==> src/rtl/flatmap_pkg.sv <==
package flatmap_pkg;
   localparam int PAGE_SHIFT = 12;
   localparam logic [31:0] FLUSH_KEY = 32'hFFFF_FFFF;

   typedef enum logic [1:0] {
      WALK_IDLE = 2'd0,
      WALK_REQ  = 2'd1,
      WALK_WAIT = 2'd2
   } walk_state_e;
endpackage

==> src/rtl/flatmap_regs.sv <==
module flatmap_regs
   import flatmap_pkg::*;
#(
   parameter int LAYOUT = 1,
   parameter int VPN_W  = 20,
   parameter int PPN_W  = 20
) (
   input  logic             clk,
   input  logic             rst_n,
   input  logic             we_i,
   input  logic [7:0]       addr_i,
   input  logic [31:0]      wdata_i,
   output logic [31:0]      rdata_o,
   input  logic             fault_set_i,
   input  logic [VPN_W-1:0] fault_vpn_i,
   output logic             en_o,
   output logic             gate_o,
   output logic             bypass_o,
   output logic [VPN_W-1:0] first_vpn_o,
   output logic [VPN_W-1:0] vpn_range_o,
   output logic [PPN_W-1:0] base_ppn_o,
   output logic [PPN_W-1:0] dflt_rd_o,
   output logic [PPN_W-1:0] dflt_wr_o,
   output logic             flush_o
);
   localparam logic [7:0] OFF_VER   = 8'h00;
   localparam logic [7:0] OFF_CFG   = (LAYOUT == 1) ? 8'h04 : 8'h00;
   localparam logic [7:0] OFF_UPD   = (LAYOUT == 1) ? 8'h08 : 8'h04;
   localparam logic [7:0] OFF_FIRST = (LAYOUT == 1) ? 8'h1C : 8'h08;
   localparam logic [7:0] OFF_RANGE = (LAYOUT == 1) ? 8'h20 : 8'h0C;
   localparam logic [7:0] OFF_BASE  = 8'h10;
   localparam logic [7:0] OFF_DRD   = 8'h14;
   localparam logic [7:0] OFF_DWR   = 8'h18;
   localparam logic [7:0] OFF_AUTH  = 8'h0C;
   localparam logic [7:0] OFF_FLAG  = 8'h24;
   localparam logic [7:0] OFF_FVPN  = 8'h28;
   localparam logic [7:0] VER_CODE  = 8'(LAYOUT);

   logic             flag_q;
   logic [VPN_W-1:0] fvpn_q;
   logic [31:0]      auth_rd;
   logic [PPN_W-1:0] dwr_rd;

   assign flush_o = we_i && (addr_i == OFF_UPD) && (wdata_i == FLUSH_KEY);

   always_ff @(posedge clk) begin
      if (!rst_n) begin
         en_o        <= 1'b0;
         gate_o      <= 1'b0;
         bypass_o    <= 1'b0;
         first_vpn_o <= '0;
         vpn_range_o <= '0;
         base_ppn_o  <= '0;
         dflt_rd_o   <= '0;
         flag_q      <= 1'b0;
         fvpn_q      <= '0;
      end else begin
         if (we_i) begin
            if (addr_i == OFF_CFG) begin
               en_o     <= wdata_i[0];
               gate_o   <= wdata_i[1];
               bypass_o <= wdata_i[4];
            end
            if (addr_i == OFF_FIRST) first_vpn_o <= wdata_i[VPN_W-1:0];
            if (addr_i == OFF_RANGE) vpn_range_o <= wdata_i[VPN_W-1:0];
            if (addr_i == OFF_BASE)  base_ppn_o  <= wdata_i[PPN_W-1:0];
            if (addr_i == OFF_DRD)   dflt_rd_o   <= wdata_i[PPN_W-1:0];
         end
         if (fault_set_i) begin
            flag_q <= 1'b1;
            fvpn_q <= fault_vpn_i;
         end else if (we_i && addr_i == OFF_FLAG && wdata_i[0]) begin
            flag_q <= 1'b0;
         end
      end
   end

   generate
      if (LAYOUT == 1) begin : g_ext
         logic [31:0]      auth_q;
         logic [PPN_W-1:0] dwr_q;
         always_ff @(posedge clk) begin
            if (!rst_n) begin
               auth_q <= '0;
               dwr_q  <= '0;
            end else if (we_i) begin
               if (addr_i == OFF_AUTH) auth_q <= wdata_i;
               if (addr_i == OFF_DWR)  dwr_q  <= wdata_i[PPN_W-1:0];
            end
         end
         assign auth_rd   = auth_q;
         assign dwr_rd    = dwr_q;
         assign dflt_wr_o = dwr_q;
      end else begin : g_cmp
         assign auth_rd   = '0;
         assign dwr_rd    = '0;
         assign dflt_wr_o = dflt_rd_o;
      end
   endgenerate

   always_comb begin
      rdata_o = '0;
      if (addr_i == OFF_VER) rdata_o[15:8] = VER_CODE;
      if (addr_i == OFF_CFG) begin
         rdata_o[0] = en_o;
         rdata_o[1] = gate_o;
         rdata_o[4] = bypass_o;
      end
      if (addr_i == OFF_FIRST) rdata_o = 32'(first_vpn_o);
      if (addr_i == OFF_RANGE) rdata_o = 32'(vpn_range_o);
      if (addr_i == OFF_BASE)  rdata_o = 32'(base_ppn_o);
      if (addr_i == OFF_DRD)   rdata_o = 32'(dflt_rd_o);
      if (LAYOUT == 1 && addr_i == OFF_DWR)  rdata_o = 32'(dwr_rd);
      if (LAYOUT == 1 && addr_i == OFF_AUTH) rdata_o = auth_rd;
      if (addr_i == OFF_FLAG)  rdata_o = {31'b0, flag_q};
      if (addr_i == OFF_FVPN)  rdata_o = 32'(fvpn_q);
   end

   // the flag only falls through an explicit clear
   a_r11_flag_sticky: assert property (@(posedge clk) disable iff (!rst_n)
      flag_q && !(we_i && addr_i == OFF_FLAG && wdata_i[0]) |=> flag_q);
endmodule

==> src/rtl/flatmap_tlb.sv <==
module flatmap_tlb #(
   parameter int N     = 4,
   parameter int VPN_W = 20,
   parameter int PPN_W = 20
) (
   input  logic             clk,
   input  logic             rst_n,
   input  logic [VPN_W-1:0] lookup_vpn_i,
   output logic             hit_o,
   output logic [PPN_W-1:0] hit_ppn_o,
   input  logic             fill_i,
   input  logic [VPN_W-1:0] fill_vpn_i,
   input  logic [PPN_W-1:0] fill_ppn_i,
   input  logic             flush_i
);
   localparam int IDX_W = (N > 1) ? $clog2(N) : 1;

   logic [N-1:0]     valid_q;
   logic [N-1:0]     hit_vec;
   logic [VPN_W-1:0] tag_q [N];
   logic [PPN_W-1:0] ppn_q [N];
   logic [IDX_W-1:0] ptr_q;

   generate
      for (genvar g = 0; g < N; g++) begin : g_cmp
         assign hit_vec[g] = valid_q[g] && (tag_q[g] == lookup_vpn_i);
      end
   endgenerate

   assign hit_o = |hit_vec;

   always_comb begin
      hit_ppn_o = '0;
      for (int i = 0; i < N; i++) begin
         if (hit_vec[i]) hit_ppn_o = hit_ppn_o | ppn_q[i];
      end
   end

   always_ff @(posedge clk) begin
      if (!rst_n) begin
         valid_q <= '0;
         ptr_q   <= '0;
      end else if (flush_i) begin
         valid_q <= '0;
      end else if (fill_i) begin
         valid_q[ptr_q] <= 1'b1;
         ptr_q <= (ptr_q == IDX_W'(N - 1)) ? '0 : ptr_q + 1'b1;
      end
   end

   always_ff @(posedge clk) begin
      if (fill_i && !flush_i) begin
         tag_q[ptr_q] <= fill_vpn_i;
         ppn_q[ptr_q] <= fill_ppn_i;
      end
   end

   // fills only on misses, so no VPN is held twice
   a_r10_single_match: assert property (@(posedge clk) disable iff (!rst_n)
      $onehot0(hit_vec));
   // nothing survives a flush
   a_r9_flush_empties: assert property (@(posedge clk) disable iff (!rst_n)
      flush_i |=> !hit_o);
endmodule

==> src/rtl/flatmap_iommu.sv <==
module flatmap_iommu
   import flatmap_pkg::*;
#(
   parameter int VA_W   = 32,
   parameter int PA_W   = 32,
   parameter int TLB_N  = 4,
   parameter int LAYOUT = 1
) (
   input  logic            clk,
   input  logic            rst_n,
   input  logic            reg_we,
   input  logic [7:0]      reg_addr,
   input  logic [31:0]     reg_wdata,
   output logic [31:0]     reg_rdata,
   input  logic            req_valid,
   output logic            req_ready,
   input  logic [VA_W-1:0] req_va,
   input  logic            req_write,
   output logic            resp_valid,
   output logic [PA_W-1:0] resp_pa,
   output logic            resp_fault,
   output logic            mem_req_valid,
   input  logic            mem_req_ready,
   output logic [PA_W-1:0] mem_req_addr,
   input  logic            mem_rsp_valid,
   input  logic [31:0]     mem_rsp_data
);
   localparam int VPN_W = VA_W - PAGE_SHIFT;
   localparam int PPN_W = PA_W - PAGE_SHIFT;

   generate
      if (VA_W <= PAGE_SHIFT || VA_W > PA_W) begin : g_bad_va
         $error("flatmap_iommu: VA_W must exceed 12 and not exceed PA_W");
      end
      if (PA_W > 32) begin : g_bad_pa
         $error("flatmap_iommu: PA_W above 32 does not fit a table word");
      end
      if (TLB_N < 1) begin : g_bad_n
         $error("flatmap_iommu: TLB_N must be at least 1");
      end
      if (LAYOUT != 0 && LAYOUT != 1) begin : g_bad_layout
         $error("flatmap_iommu: LAYOUT must be 0 or 1");
      end
   endgenerate

   walk_state_e state_q;
   logic cfg_en, cfg_gate, cfg_bypass, flush;
   logic [VPN_W-1:0] first_vpn, vpn_range;
   logic [PPN_W-1:0] base_ppn, dflt_rd, dflt_wr;

   logic [VPN_W-1:0] req_vpn, diff;
   logic [PAGE_SHIFT-1:0] req_off;
   logic in_win, xl_on, fire;
   logic tlb_hit, tlb_fill;
   logic [PPN_W-1:0] tlb_ppn, rsp_ppn;

   logic [VPN_W-1:0] held_vpn, held_diff;
   logic [PAGE_SHIFT-1:0] held_off;
   logic held_wr;

   logic idle_walk, idle_fault;
   logic [PA_W-1:0] idle_pa;
   logic [VPN_W-1:0] resp_vpn_q;

   assign req_vpn = req_va[VA_W-1:PAGE_SHIFT];
   assign req_off = req_va[PAGE_SHIFT-1:0];
   assign diff    = req_vpn - first_vpn;
   assign in_win  = (req_vpn >= first_vpn) && (diff <= vpn_range);
   assign xl_on   = cfg_en && cfg_gate;
   assign req_ready = (state_q == WALK_IDLE);
   assign fire    = req_valid && req_ready;
   assign rsp_ppn = mem_rsp_data[PPN_W-1:0];
   assign tlb_fill = (state_q == WALK_WAIT) && mem_rsp_valid && (mem_rsp_data != 32'h0);
   assign mem_req_valid = (state_q == WALK_REQ);
   assign mem_req_addr  = {base_ppn, {PAGE_SHIFT{1'b0}}} + PA_W'({held_diff, 2'b00});

   flatmap_regs #(.LAYOUT(LAYOUT), .VPN_W(VPN_W), .PPN_W(PPN_W)) regs_i (
      .clk(clk), .rst_n(rst_n), .we_i(reg_we), .addr_i(reg_addr),
      .wdata_i(reg_wdata), .rdata_o(reg_rdata),
      .fault_set_i(resp_valid && resp_fault), .fault_vpn_i(resp_vpn_q),
      .en_o(cfg_en), .gate_o(cfg_gate), .bypass_o(cfg_bypass),
      .first_vpn_o(first_vpn), .vpn_range_o(vpn_range), .base_ppn_o(base_ppn),
      .dflt_rd_o(dflt_rd), .dflt_wr_o(dflt_wr), .flush_o(flush)
   );

   flatmap_tlb #(.N(TLB_N), .VPN_W(VPN_W), .PPN_W(PPN_W)) tlb_i (
      .clk(clk), .rst_n(rst_n), .lookup_vpn_i(req_vpn),
      .hit_o(tlb_hit), .hit_ppn_o(tlb_ppn),
      .fill_i(tlb_fill), .fill_vpn_i(held_vpn), .fill_ppn_i(rsp_ppn),
      .flush_i(flush)
   );

   always_comb begin
      idle_walk  = 1'b0;
      idle_fault = 1'b0;
      idle_pa    = PA_W'(req_va);
      if (!cfg_bypass) begin
         if (!xl_on || !in_win) begin
            idle_fault = 1'b1;
            idle_pa    = {(req_write ? dflt_wr : dflt_rd), req_off};
         end else if (tlb_hit) begin
            idle_pa    = {tlb_ppn, req_off};
         end else begin
            idle_walk  = 1'b1;
         end
      end
   end

   always_ff @(posedge clk) begin
      if (!rst_n) begin
         state_q    <= WALK_IDLE;
         resp_valid <= 1'b0;
         resp_fault <= 1'b0;
         resp_pa    <= '0;
         resp_vpn_q <= '0;
         held_vpn   <= '0;
         held_diff  <= '0;
         held_off   <= '0;
         held_wr    <= 1'b0;
      end else begin
         resp_valid <= 1'b0;
         case (state_q)
            WALK_IDLE: if (fire) begin
               held_vpn  <= req_vpn;
               held_diff <= diff;
               held_off  <= req_off;
               held_wr   <= req_write;
               if (idle_walk) begin
                  state_q <= WALK_REQ;
               end else begin
                  resp_valid <= 1'b1;
                  resp_pa    <= idle_pa;
                  resp_fault <= idle_fault;
                  resp_vpn_q <= req_vpn;
               end
            end
            WALK_REQ: if (mem_req_ready) state_q <= WALK_WAIT;
            WALK_WAIT: if (mem_rsp_valid) begin
               state_q    <= WALK_IDLE;
               resp_valid <= 1'b1;
               resp_vpn_q <= held_vpn;
               if (mem_rsp_data == 32'h0) begin
                  resp_fault <= 1'b1;
                  resp_pa    <= {(held_wr ? dflt_wr : dflt_rd), held_off};
               end else begin
                  resp_fault <= 1'b0;
                  resp_pa    <= {rsp_ppn, held_off};
               end
            end
            default: state_q <= WALK_IDLE;
         endcase
      end
   end

   // one table read per miss
   a_r8_single_read: assert property (@(posedge clk) disable iff (!rst_n)
      mem_req_valid && mem_req_ready |=> !mem_req_valid);
   // out-of-window requests answer at once with a fault and no walk
   a_r3_outside_no_walk: assert property (@(posedge clk) disable iff (!rst_n)
      fire && !cfg_bypass && !in_win |=> !mem_req_valid && resp_valid && resp_fault);
   // bypass returns the request address unchanged
   a_r6_bypass_identity: assert property (@(posedge clk) disable iff (!rst_n)
      fire && cfg_bypass |=> resp_valid && !resp_fault && resp_pa == PA_W'($past(req_va)));
   // a zero table word always faults
   a_r5_zero_entry: assert property (@(posedge clk) disable iff (!rst_n)
      state_q == WALK_WAIT && mem_rsp_valid && mem_rsp_data == 32'h0 |=> resp_valid && resp_fault);
endmodule

==> config.mk <==
export PLATFORM = sky130hd
export DESIGN_NAME = flatmap_iommu
export DESIGN_NICKNAME = d
export VERILOG_FILES = /design/src/rtl/flatmap_pkg.sv /design/src/rtl/flatmap_regs.sv /design/src/rtl/flatmap_tlb.sv /design/src/rtl/flatmap_iommu.sv
export SDC_FILE = /design/constraint.sdc
export NUM_CORES = 1
export LEC_CHECK = 0
export BUFFER_PORTS_ARGS = -buffer_cell sky130_fd_sc_hd__buf_4
export CAP_MARGIN = 40
export CORE_UTILIZATION = 29
export CTS_CLUSTER_DIAMETER = 40
export CTS_CLUSTER_SIZE = 12
export DETAILED_ROUTE_END_ITERATION = 6
export PLACE_DENSITY_LB_ADDON = 0.2
export SETUP_SLACK_MARGIN = 0.5
export SLEW_MARGIN = 25
export SYNTH_ARGS = -nofsm -noshare
export SYNTH_HDL_FRONTEND = slang
export SYNTH_SLANG_ARGS = --single-unit
==> constraint.sdc <==
create_clock -name clk -period 6.47 [get_ports clk]
set_input_delay 1.294 -clock clk [delete_from_list [all_inputs] [get_ports clk]]
set_output_delay 1.294 -clock clk [all_outputs]
set_load 0.05 [all_outputs]
### Word-level counts from Yosys, hierarchy flattened

Memory sizes are Yosys's and may differ from the RTL's.
Cells that the tools add are included.

* bits in registers: 271
* memory bits (writable): 160
* input port bits: 111
* output and inout bits: 100
* word-level logic and storage cells: 154
* memories: 2

* $add $sub $neg: 3
* magnitude comparators: 4
* equal/unequal tests: 23
* mux-type cells: 55
* bitwise gates (word level): 6
* reduce and logical (&&, ||, !) cells: 39

Memory list
* tlb_i.ppn_q: depth 4, bits a word 20, read ports 4, clocked after Yosys merged registers in 0, wr ports 1, RTL line flatmap_tlb.sv:21 `logic [PPN_W-1:0] ppn_q [N];`
* tlb_i.tag_q: depth 4, bits a word 20, read ports 4, clocked after Yosys merged registers in 0, wr ports 1, RTL line flatmap_tlb.sv:20 `logic [VPN_W-1:0] tag_q [N];`

Operators by type and width (count)
* two-way mux 32 bit: 10
* two-way mux 20 bit: 14
* equality test 20 bit: 4
* one-hot mux 32 bit (2 select lines): 1
* OR 20 bit: 3
* one-hot mux 20 bit (2 select lines): 1
* adder 32 x 22 -> 32 bit: 1
* equality test 32 bit (second input constant): 1
* equality test 8 x 5 -> 1 bit (second input constant): 4
* zero test 32 bit: 1
* nonzero test 32 bit: 1
* equality test 8 x 6 -> 1 bit (second input constant): 3
* >= comparator 20 bit: 1
* <= comparator 20 bit: 1
* subtractor 20 bit: 1
* two-way mux 1 bit: 19
* AND reduction 2 bit: 9
* equality test 8 x 4 -> 1 bit (second input constant): 2
* logical AND 1 bit: 16
* two-way mux 2 bit: 6
* equality test 8 x 3 -> 1 bit (second input constant): 1
* zero test 8 bit: 1
* AND reduction 4 bit: 2
* inequality test 2 x 1 -> 1 bit (second input constant): 3
* other kinds (17): 24

### Logic depth before layout (Yosys ltp)

Gate-level depths: netlist (run 1).
An unclocked memory read counts as a cell.

* word-level depth: 16
* gate-level depth with buffers: 25
* depth with buffers taken out: 22

### Cells and area by module

From an unflattened synthesis (run 1), not the netlist that was laid out.

* cells, all modules: 2449
* area total of the unflattened synthesis: 22415.2 sq um

By module, submodules not included
* flatmap_iommu: instances 1, cells each 1100, area an instance 8201.6 sq um, seq. area each 2182.1 sq um
* flatmap_regs: instances 1, cells each 909, area an instance 7454.6 sq um, seq. area each 3123.0 sq um
* flatmap_tlb: instances 1, cells each 440, area an instance 6759.0 sq um, seq. area each 4924.7 sq um

### Worst setup path after synthesis (run 1)

No wires, ideal clock.

* path kind: input -> register
* start point: in req_va[12]
* end point: reg resp_pa[20]
* setup time: 117 ps
* arrival time: 6019 ps
* data required time: 6353 ps
* setup slack: 333 ps
* cell stages on the path: 25
* buffers on the path: 3
* cells stage by stage: buf_6 inv_1 ha_1 inv_1 fa_1 a211oi_2 o21ai_1 a2111oi_2 nor3_1 o21a_1 o21a_1 nor2_1 xnor2_1 ha_1 nand4_1 or4_1 a21o_1 o211a_1 o221a_2 and2_1 clkbuf_1 buf_4 o211a_1 a211o_1 a32o_1

* elaborated cells between the ends (all ways): 33
* classes of those cells: 1 x add/sub; 2 x order compare; 5 x eq/ne; 13 x mux; 3 x bitwise; 9 x reduce/logical

RTL lines
* from (decl): RTL line flatmap_iommu.sv:17 `input logic [VA_W-1:0] req_va,`
* subtractor 20 bit *: RTL line flatmap_iommu.sv:67 `assign diff = req_vpn - first_vpn;`
* net diff[18]: RTL line flatmap_iommu.sv:51 `logic [VPN_W-1:0] req_vpn, diff;`
* <= comparator 20 bit *: RTL line flatmap_iommu.sv:68 `assign in_win = (req_vpn >= first_vpn) && (diff <= vpn_range);`
* logical AND 1 bit *: RTL line flatmap_iommu.sv:68
* zero test 1 bit *: RTL line flatmap_iommu.sv:98 `if (!xl_on || !in_win) begin`
* logical OR 1 bit *: RTL line flatmap_iommu.sv:98
* two-way mux 32 bit: RTL line flatmap_iommu.sv:98
* two-way mux 32 bit: RTL line flatmap_iommu.sv:97 `if (!cfg_bypass) begin`
* two-way mux 32 bit: RTL line flatmap_iommu.sv:128 `if (idle_walk) begin`
* two-way mux 32 bit: RTL line flatmap_iommu.sv:123 `WALK_IDLE: if (fire) begin`
* one-hot mux 32 bit (2 select lines): RTL line flatmap_iommu.sv:122 `case (state_q)`
* to (signal assigned): RTL line flatmap_iommu.sv:132 `resp_pa <= idle_pa;`
* to (signal assigned): RTL line flatmap_iommu.sv:144 `resp_pa <= {(held_wr ? dflt_wr : dflt_rd), held_off};`
* to (signal assigned): RTL line flatmap_iommu.sv:147 `resp_pa <= {rsp_ppn, held_off};`
* to (decl): RTL line flatmap_iommu.sv:20 `output logic [PA_W-1:0] resp_pa,`

Mark *: on every way through the listed nets, which the timed path passes. The rest lies on a longest branch. The select of a mux whose other input is x is not followed.
A chain may end at the register's enable or synchronous reset.

### Final worst setup path (run 1)

Ends and elaborated chain as after synthesis.

==> results.cfg, run 1 <==
[critical_path]
cp-endpoint = resp_pa[20]
required_ns = 6.98
path_class = in -> reg
critPathLaunchType = input port
crit_arrival_ns = 6.24
end_kind = flop
reg2reg_slack_ns = 1.11
path_max_fanout = 6
r2r_start = regs_i.first_vpn_o[0]
setup.worst_path.start = req_va[12]
reg2reg_depth = 22
r2r-end = resp_pa[20]

[finish]
finalNetCount = 2631
final_core_util_pct = 36.9
seq_area_um2 = 10200
syn2layout_area_growth_pct = 25.4
drive_gt1_share_pct = 18.6
stdcell_area_um2 = 26400
layout.cells.non_filler = 3480
fillCellCount = 7255
multi_input_comb_area_um2 = 9850

[yosys]
synth_ff_type = dfxtp_1
async_flop_share_pct = 0
synth-edff-count = 160
avgSynthCellArea_um2 = 9.15
synth_area_um2 = 21000
ys_warn_count = 0
syn_inst = 2300
seq_area_frac_synth_pct = 48.6
synth-seq-cells = 431
synth_cell_type_count = 83

[routing]
ant_nets = 0
drt-pass1-iter-count = 5
drc_errors = 0
avgViaCountPerCell = 5.37
vias = 18673
routed_wl_um = 84000
post_drt_wl_per_cell_um = 24.1
drtIter0Drc = 1806

[cts]
post-cts-setup-buffer-count = 0
cts_buffer_depth = 3
clock_sinks = 431
numCtsBuffers = 78
worst_setup_hold_path_clk_slew_ns = 0.05
clock-root-buffer = clkbuf_16
cts_tree = yes
clk_latency_ns = 0.63
holdBufCountCts = 0
htree_levels = 3

[floorplanning]
core_um2 = 71600
boundaryPins = 211
rows = 98
initial_core_util_pct = 29.4
die_x_um = 271
die_h_um = 271
dieArea_um2 = 73600

[global_route]
track_usage_pct = 22.1
grt_pass1_vias = 17799
antenna_found_initial = 1
overflow = 0
grt_max_degree = 149
grt_pass1_wl_um = 121000

[timing]
rsz0062_at_grt = false
finalCriticalPeriod_ns = 5.73
hold_violations = 0
period_share_pct = 88.6
finalMaxSlewViolations = 0
setup_viol = 0
skew_ns = 0.0230
max-slew-margin-rel_pct = 43.3
max_freq_ghz = 0.175
timing.setup.tns_ns = 0
worst_pin_slew_ns = 0.843
worst_slack_ns = 0.740

[worst_hold_path]
min_path_type = reg -> reg

[placed_design]
post-dp-hpwl_um = 60100
place_ws_ns = -0.165
place_inst = 3331
gp_congestion = 0.885
placed_area_um2 = 23500
portBuffers = 208

[power]
pwr_density_cell_nw_per_um2 = 294
power.leakage_nw = 9.40
ir_worst_vdd_mv = 0.173

[outcome]
status = finished, final reports clean

[run]
cap_violations = 0
[registers in the layout (all words and copies together), names as in the netlist, 4 cells and up]
signal              cells
held_diff              20
resp_pa                32
regs_i.dflt_wr_o       20
tlb_i.tag_q            80
resp_vpn_q             20
regs_i.dflt_rd_o       20
regs_i.vpn_range_o     20
tlb_i.ppn_q            80
regs_i.fvpn_q          20
regs_i.base_ppn_o      20
regs_i.auth_rd         32
regs_i.first_vpn_o     20
tlb_i.valid_q           4
held_vpn               20
held_off               12
[cell type report]
type                            count  share of cell area [%]
Sequential cell                   431                    38.8
Multi-Input combinational cell   1625                    37.3
Timing Repair Buffer              261                    7.91
Clock buffer                       92                    7.90
Tap cell                          950                    4.50
Clock inverter                     53                    2.62
Inverter                           67                   0.981
Antenna cell                        1                 0.00948
[per-layer routing]
layer | global-route usage, % | up-vias | share of wire [%]
met1 | 29.5 | 9242 | 44
met3 | 4.01 | 120 | 6.8
met4 | 6.56 | 0 | 2.6
li1 | - | 8540 | -
met2 | 36.2 | 771 | 47
met5 | 0 | - | 0
[critical path, stage by stage]
cell,delay (ns)
buf_4,0.13
inv_4,0.07
ha_4,0.13
inv_2,0.04
fa_2,0.41
a211oi_2,0.28
o21ai_2,0.13
a2111oi_4,0.36
nor3_1,0.11
o21a_1,0.19
o21a_1,0.21
nor2_1,0.13
xnor2_1,0.10
ha_1,0.32
nand4_1,0.13
or4_1,0.47
a21o_1,0.18
o211a_1,0.12
o221a_4,0.27
and3_4,0.19
buf_4,0.13
or2_0,0.24
a211o_1,0.32
a32o_1,0.26
[cell usage in the layout (no fill, tap or decap), types with 22 or more instances in the layout]
cell       instances
dfxtp_1          271
clkbuf_16         78
nand3_1           38
nand2_1          522
nor2_1           118
inv_1             64
xor2_1            36
buf_4            244
xnor2_1           67
and2_1            22
a21oi_1          242
ha_1              53
a22oi_1           65
a311oi_1          37
mux2i_1           32
edfxtp_1         160
nand4_1           58
[cell families (layout without fill, tap and decap cells)]
group	after synthesis	count (layout)	synth area share [%]
AND/OR/NAND/NOR	874	874	18.7
other	1	3	0.0178
flip-flops	431	431	48.6
XOR/XNOR	111	111	4.90
multiplexers	51	51	2.54
buffers and inverters	245	473	4.99
adder cells (fa/ha/maj)	56	56	3.40
AO/OA/AOI/OAI	531	531	16.8
[power breakdown]
part | switching [mW] | internal, mW | total (mW)
Clock | 1.53 | 2.78 | 4.32
Sequential | 0.0390 | 2.85 | 2.89
Combinational | 0.363 | 0.184 | 0.547
[repair_timing]
item	4_1_cts	5_1_grt
pin swaps	0	1
gates resized for setup	1	5
endpoints found under the setup margin	9	50
[worst min-delay path by stage]
stage,slack (ns),start,cells after the start,end
after CTS,0.45,regs_i.auth_rd[4],2,regs_i.auth_rd[4]
after global placement,0.44,regs_i.auth_rd[26],2,regs_i.auth_rd[26]
after global routing,0.47,regs_i.auth_rd[25],2,regs_i.auth_rd[25]
after detailed placement,0.45,regs_i.auth_rd[4],2,regs_i.auth_rd[4]
final,0.45,regs_i.auth_rd[25],2,regs_i.auth_rd[25]
after floorplan,0.43,regs_i.auth_rd[20],2,regs_i.auth_rd[20]
[synthesized netlist by cell type (all sizes together) (4+ instances only)]
| cell type | number | area share, % |
|---|---|---|
| nor2 | 120 | 2.1 |
| nand4 | 58 | 1.7 |
| a21boi | 4 | 0.14 |
| xor2 | 36 | 1.5 |
| o211ai | 15 | 0.54 |
| xnor2 | 75 | 3.4 |
| mux2i | 32 | 1.5 |
| buf | 50 | 1.5 |
| a32o | 14 | 0.67 |
| inv | 67 | 1.2 |
| and4 | 5 | 0.21 |
| a311oi | 37 | 1.5 |
| a21o | 16 | 0.57 |
| nor2b | 13 | 0.39 |
| a22oi | 65 | 2.3 |
| a41oi | 16 | 0.67 |
| nor4 | 18 | 0.75 |
| o21ai | 15 | 0.36 |
| nand2b | 6 | 0.18 |
| nand3 | 38 | 0.90 |
| or3b | 9 | 0.37 |
| or4b | 4 | 0.21 |
| nand4b | 4 | 0.17 |
| a221oi | 11 | 0.46 |
| or3 | 6 | 0.18 |
| edfxtp | 160 | 23 |
| a21oi | 244 | 5.8 |
| nand2 | 524 | 9.4 |
| ha | 54 | 3.2 |
| or2 | 7 | 0.21 |
| dfxtp | 271 | 26 |
| o22a | 5 | 0.21 |
| and2 | 23 | 0.68 |
| o311ai | 6 | 0.25 |
| nor3 | 17 | 0.40 |
| and3 | 9 | 0.29 |
| mux2 | 19 | 1.0 |
| a31oi | 8 | 0.24 |
| a211oi | 10 | 0.38 |
| or4 | 8 | 0.29 |
| o2bb2ai | 9 | 0.37 |
| o22ai | 8 | 0.24 |
| clkbuf | 128 | 2.3 |
| a211o | 17 | 0.71 |
[through the flow]
step / power (mW) / hold slack (ns)
global route: 7.97 / 0.466
finish: 7.76 / 0.454
detailed placement: 3.48 / 0.447
global placement: 3.47 / 0.441
floorplan: 3.25 / 0.432
CTS: 7.80 / 0.453
(Power assumes the default switching activity.)
==> run 2, diff against run 1 <==
--- a/config.mk
+++ b/config.mk
@@ -7,6 +7,7 @@
 export LEC_CHECK = 0
 export BUFFER_PORTS_ARGS = -buffer_cell sky130_fd_sc_hd__buf_4
 export CAP_MARGIN = 40
+export CORE_ASPECT_RATIO = 2
 export CORE_UTILIZATION = 29
 export CTS_CLUSTER_DIAMETER = 40
 export CTS_CLUSTER_SIZE = 12
==> run 2 against run 1 <==
- the run now ends with DRC left
- sequential share of layout area increased by 1.3 points
- worst hold slack better by 0.00062 ns
- die area hardly changed
- critical path depth is 2 higher
- critical endpoint is now resp_pa[13]
- largest cell class unchanged
==> results.cfg, run 2 (synthesized netlist as in run 1, its figures left out) <==
[outcome]
status = complete, but fails checks
violations = DRC

[placed_design]
placed_area_um2 = 23800
gp_congestion = 0.922
post-dp-hpwl_um = 69600
place_inst = 3330
portBuffers = 208

[floorplanning]
rows = 139
dieArea_um2 = 73700
core_um2 = 71800
boundaryPins = 211
die_h_um = 383
initial_core_util_pct = 29.3
die_x_um = 192

[critical_path]
path_class = in -> reg
reg2reg_slack_ns = 0.97
reg2reg_depth = 24
setup.worst_path.start = req_va[12]
path_max_fanout = 6
path_common_cell = buf_4
critPathLaunchType = input port
r2r_start = regs_i.first_vpn_o[3]
crit_arrival_ns = 6.35
crit_family = compound AO/OA/AOI/OAI gates
r2r-end = resp_pa[13]
slowest_stage = a2111oi_2
required_ns = 6.97
critPathBufInv = 6
slowest_delay_ns = 0.40
end_kind = flop

[power]
power.leakage_nw = 9.05
pwr_density_cell_nw_per_um2 = 251
ir_worst_vdd_mv = 0.174

[routing]
vias = 18636
post_drt_wl_per_cell_um = 27.0
ant_nets = 0
drtIter0Drc = 1652
routed_wl_um = 92400
avgViaCountPerCell = 5.44
drt-pass1-iter-count = 7
drc_errors = 26

[timing]
skew_ns = 0.0250
finalCriticalPeriod_ns = 5.85
worst_pin_slew_ns = 0.852
max_freq_ghz = 0.171
rsz0062_at_grt = false
hold_violations = 0
period_share_pct = 90.4
setup_viol = 0
max-slew-margin-rel_pct = 42.9
timing.setup.tns_ns = 0
finalMaxSlewViolations = 0
whs_ns = 0.454

[cts]
clock-root-buffer = clkbuf_16
post-cts-setup-buffer-count = 0
clock_sinks = 431
worst_setup_hold_path_clk_slew_ns = 0.06
numCtsBuffers = 51
cts_buffer_depth = 3
holdBufCountCts = 0
cts_tree = yes
htree_levels = 2
clk_latency_ns = 0.61

[worst_hold_path]
min_to = regs_i.auth_rd[20]
hold_depth = 2
min_path_type = reg -> reg
min_from = regs_i.auth_rd[20]

[global_route]
track_usage_pct = 24.7
antenna_found_initial = 0
grt_pass1_wl_um = 130000
grt_pass1_vias = 18348
grt_max_degree = 145
overflow = 0

[finish]
stdcell_area_um2 = 25500
drive_gt1_share_pct = 17.7
final_common_cell = nand2_1
finalNetCount = 2638
syn2layout_area_growth_pct = 21.3
final_cell_mix = 522 x nand2_1, 276 x buf_4, 271 x dfxtp_1
reg.largest.list = tlb_i.ppn_q: 80 flops, tlb_i.tag_q: 80 flops
layout.cells.non_filler = 3424
antenna_cells = 0

[run]
cap_violations = 0
-- run 2: cell count changes in the layout (fill, tap and decap cells not counted), moves of 6 or more --
cell | previous run | this run
clkbuf_1 | 6 | 12
clkbuf_16 | 78 | 51
bufinv_16 | 11 | 5
clkinv_4 | 8 | 1
buf_4 | 244 | 276
-- run 2: area by class of cell --
type | count | area, µm²
fillers | 7321 | 46300
flip-flops and latches | 431 | 10200
multi-input cells | 1625 | 9850
repair buffers | 295 | 2370
clock buffers | 67 | 1370
well taps | 916 | 1150
clock inverters | 23 | 298
inverters | 67 | 262
-- run 2: worst max path at each step --
stage | depth (start not counted) | to
after detailed placement | 26 | resp_pa[13]
after floorplan | 25 | resp_pa[20]
after global routing | 26 | resp_pa[13]
final | 26 | resp_pa[13]
after CTS | 25 | resp_pa[26]
after global placement | 24 | resp_pa[17]
-- run 2: repair_timing --
action | CTS | global route
gates resized for setup | 1 | 7
endpoints found under the setup margin | 1 | 51
pin swaps | 1 | 4
-- run 2: metrics by stage --
step	power (mW)	setup WS [ns]	util, %
6_report	6.41	0.621	35.5
5_1_grt	6.59	0.428	35.5
4_1_cts	6.45	0.514	35.4
3_5_place_dp	3.52	-0.132	33.1
3_3_place_gp	3.51	-0.376	32.8
2_1_floorplan	3.25	0.505	-
-- run 2: tightest hold or removal path, stage by stage (launching register included) --
cell     delay (ns)
dfxtp_1        0.31
nand2_1        0.05
a21oi_1        0.05
-- run 2: power by group --
part	leakage [nW]	internal [mW]	total, mW	switching [mW]
clock network	0.796	1.70	2.95	1.25
logic	4.60	0.195	0.572	0.377
registers	3.65	2.85	2.89	0.0440
-- run 2: routing by layer --
metal / part of all wire (%) / GRT usage (%) / vias to the layer above
met5: 0 / 0 / -
met4: 7.1 / 15.6 / 0
met3: 5.0 / 2.45 / 202
met2: 52 / 45.0 / 823
met1: 36 / 26.8 / 9102
li1: - / - / 8509
==> run 3, diff against run 2 <==
--- a/config.mk
+++ b/config.mk
@@ -9,6 +9,7 @@
 export CAP_MARGIN = 40
 export CORE_ASPECT_RATIO = 2
 export CORE_UTILIZATION = 29
+export CTS_BUF_LIST = sky130_fd_sc_hd__clkbuf_4 sky130_fd_sc_hd__clkbuf_8 sky130_fd_sc_hd__clkbuf_16
 export CTS_CLUSTER_DIAMETER = 40
 export CTS_CLUSTER_SIZE = 12
 export DETAILED_ROUTE_END_ITERATION = 6
==> run 3 against run 2 <==
- fmax hardly changed
- flip-flop and latch count is the same
- routed wire length decreased by 0.12%
- critical path depth unchanged
- sequential power is essentially flat
- critical path type unchanged
- global-route usage did not move
- sequential share of layout area fell by 0.071 points
- count of clock-buffer cells in the layout unchanged
- clock skew grew 0.0019 ns
- highest routed layer unchanged
- critical endpoint unchanged
- the flow still finishes with violations (DRC)
==> results.cfg, run 3 (synthesized netlist as in run 1, its figures left out) <==
[outcome]
status = complete, but fails checks
violations = DRC

[critical_path]
crit_arrival_ns = 6.34
critPathLaunchType = input port
path_class = in -> reg
path_max_fanout = 6
required_ns = 6.97
end_kind = flop

[finish]
final_common_cell = nand2_1
syn2layout_area_growth_pct = 21.5
reg.largest.list = tlb_i.ppn_q: 80 flops, tlb_i.tag_q: 80 flops
drive_gt1_share_pct = 18.2
stdcell_area_um2 = 25600
final_cell_mix = 522 x nand2_1, 276 x buf_4, 271 x dfxtp_1
antenna_cells = 0
finalNetCount = 2638

[routing]
drc_errors = 26
ant_nets = 0
post_drt_wl_per_cell_um = 26.9
avgViaCountPerCell = 5.44
routed_wl_um = 92300
drtIter0Drc = 1631
drt-pass1-iter-count = 7
vias = 18612

[power]
pwr_density_cell_nw_per_um2 = 253
total_power_mw = 6.46
power.leakage_nw = 9.09
ir_worst_vdd_mv = 0.173

[cts]
cts_buffer_depth = 3
clk_latency_ns = 0.61
clock-root-buffer = clkbuf_16
post-cts-setup-buffer-count = 0
worst_setup_hold_path_clk_slew_ns = 0.07
htree_levels = 2
numCtsBuffers = 51
cts_tree = yes
clock_sinks = 431

[placed_design]
gp_congestion = 0.922
placed_area_um2 = 23800
post-dp-hpwl_um = 69600
portBuffers = 208

[timing]
max-slew-margin-rel_pct = 43.7
finalCriticalPeriod_ns = 5.84
max_freq_ghz = 0.171
finalMaxSlewViolations = 0
setup_viol = 0
worst_pin_slew_ns = 0.840
hold_violations = 0
skew_ns = 0.0269
period_share_pct = 90.3
rsz0062_at_grt = false

[floorplanning]
rows = 139
core_um2 = 71800
die_h_um = 383
die_x_um = 192
dieArea_um2 = 73700
initial_core_util_pct = 29.3
boundaryPins = 211

[global_route]
track_usage_pct = 24.7
grt_max_degree = 145
antenna_found_initial = 0
grt_pass1_wl_um = 130000
overflow = 0
grt_pass1_vias = 18346

[worst_hold_path]
min_path_type = reg -> reg

[run]
cap_violations = 0
## run 3: report_power, final
part | leakage [nW] | total, mW | internal (mW) | switching (mW)
Sequential | 3.65 | 2.89 | 2.85 | 0.0443
Clock | 0.837 | 2.99 | 1.75 | 1.24
Combinational | 4.60 | 0.572 | 0.195 | 0.376
## run 3: final cells by class
cell class | instances | area (µm²)
inverter | 67 | 262
fill | 7317 | 46300
multi-input combinational | 1625 | 9850
sequential | 431 | 10200
tap | 916 | 1150
clock buffer | 67 | 1420
clock inverter | 23 | 298
timing repair buffer | 295 | 2370
## run 3: per-stage QoR
step / hold slack, ns / std cells / setup TNS [ns] / util [%] / setup slack (ns)
3_3_place_gp: 0.440 / 3318 / -5.16 / 32.8 / -0.376
5_1_grt: 0.472 / 3424 / 0 / 35.6 / 0.428
3_5_place_dp: 0.446 / 3330 / -0.852 / 33.1 / -0.132
6_report: 0.454 / 3424 / 0 / 35.6 / 0.626
2_1_floorplan: 0.432 / 2301 / 0 / - / 0.505
4_1_cts: 0.455 / 3420 / 0 / 35.5 / 0.514
## run 3: what timing repair did
| action | 4_1_cts | 5_1_grt |
|---|---|---|
| hold buffers | 0 | 0 |
| endpoints found under the setup margin | 1 | 51 |
| pin swaps | 1 | 4 |
| gates resized for setup | 1 | 7 |
| endpoints found under the hold margin | 0 | 0 |
## run 3: layer usage
layer | track usage, % | wire (µm)
met3 | 2.45 | 4630
met4 | 15.6 | 6540
met2 | 45.0 | 48200
met1 | 26.8 | 32900
met5 | 0 | 0
## run 3: path summary, 6_finish.rpt
kind,depth (start not counted),end,slack [ns],startpoint
worst min-delay path,2,regs_i.auth_rd[20],0.45,regs_i.auth_rd[20]
worst min register to register,2,regs_i.auth_rd[20],0.45,regs_i.auth_rd[20]
worst max-delay path,26,resp_pa[13],0.63,req_va[12]
worst max register to register,24,resp_pa[13],0.97,regs_i.first_vpn_o[3]
## run 3: worst max-delay path, cell delays in order
cell and delay (ns):
buf_4 0.13, inv_4 0.10, ha_4 0.14, inv_2 0.04
fa_2 0.39, a211oi_2 0.24, o21ai_2 0.10, a2111oi_4 0.33
buf_4 0.17, nor3_1 0.06, o21a_1 0.18, o21a_1 0.21
nor2_2 0.13, xnor2_1 0.09, ha_1 0.33, a21oi_1 0.16
a21boi_0 0.13, a2111oi_2 0.40, buf_4 0.17, o211a_1 0.16
o221a_4 0.23, buf_6 0.15, nand4b_1 0.33, o211ai_1 0.24
o211ai_1 0.12, a32o_1 0.29
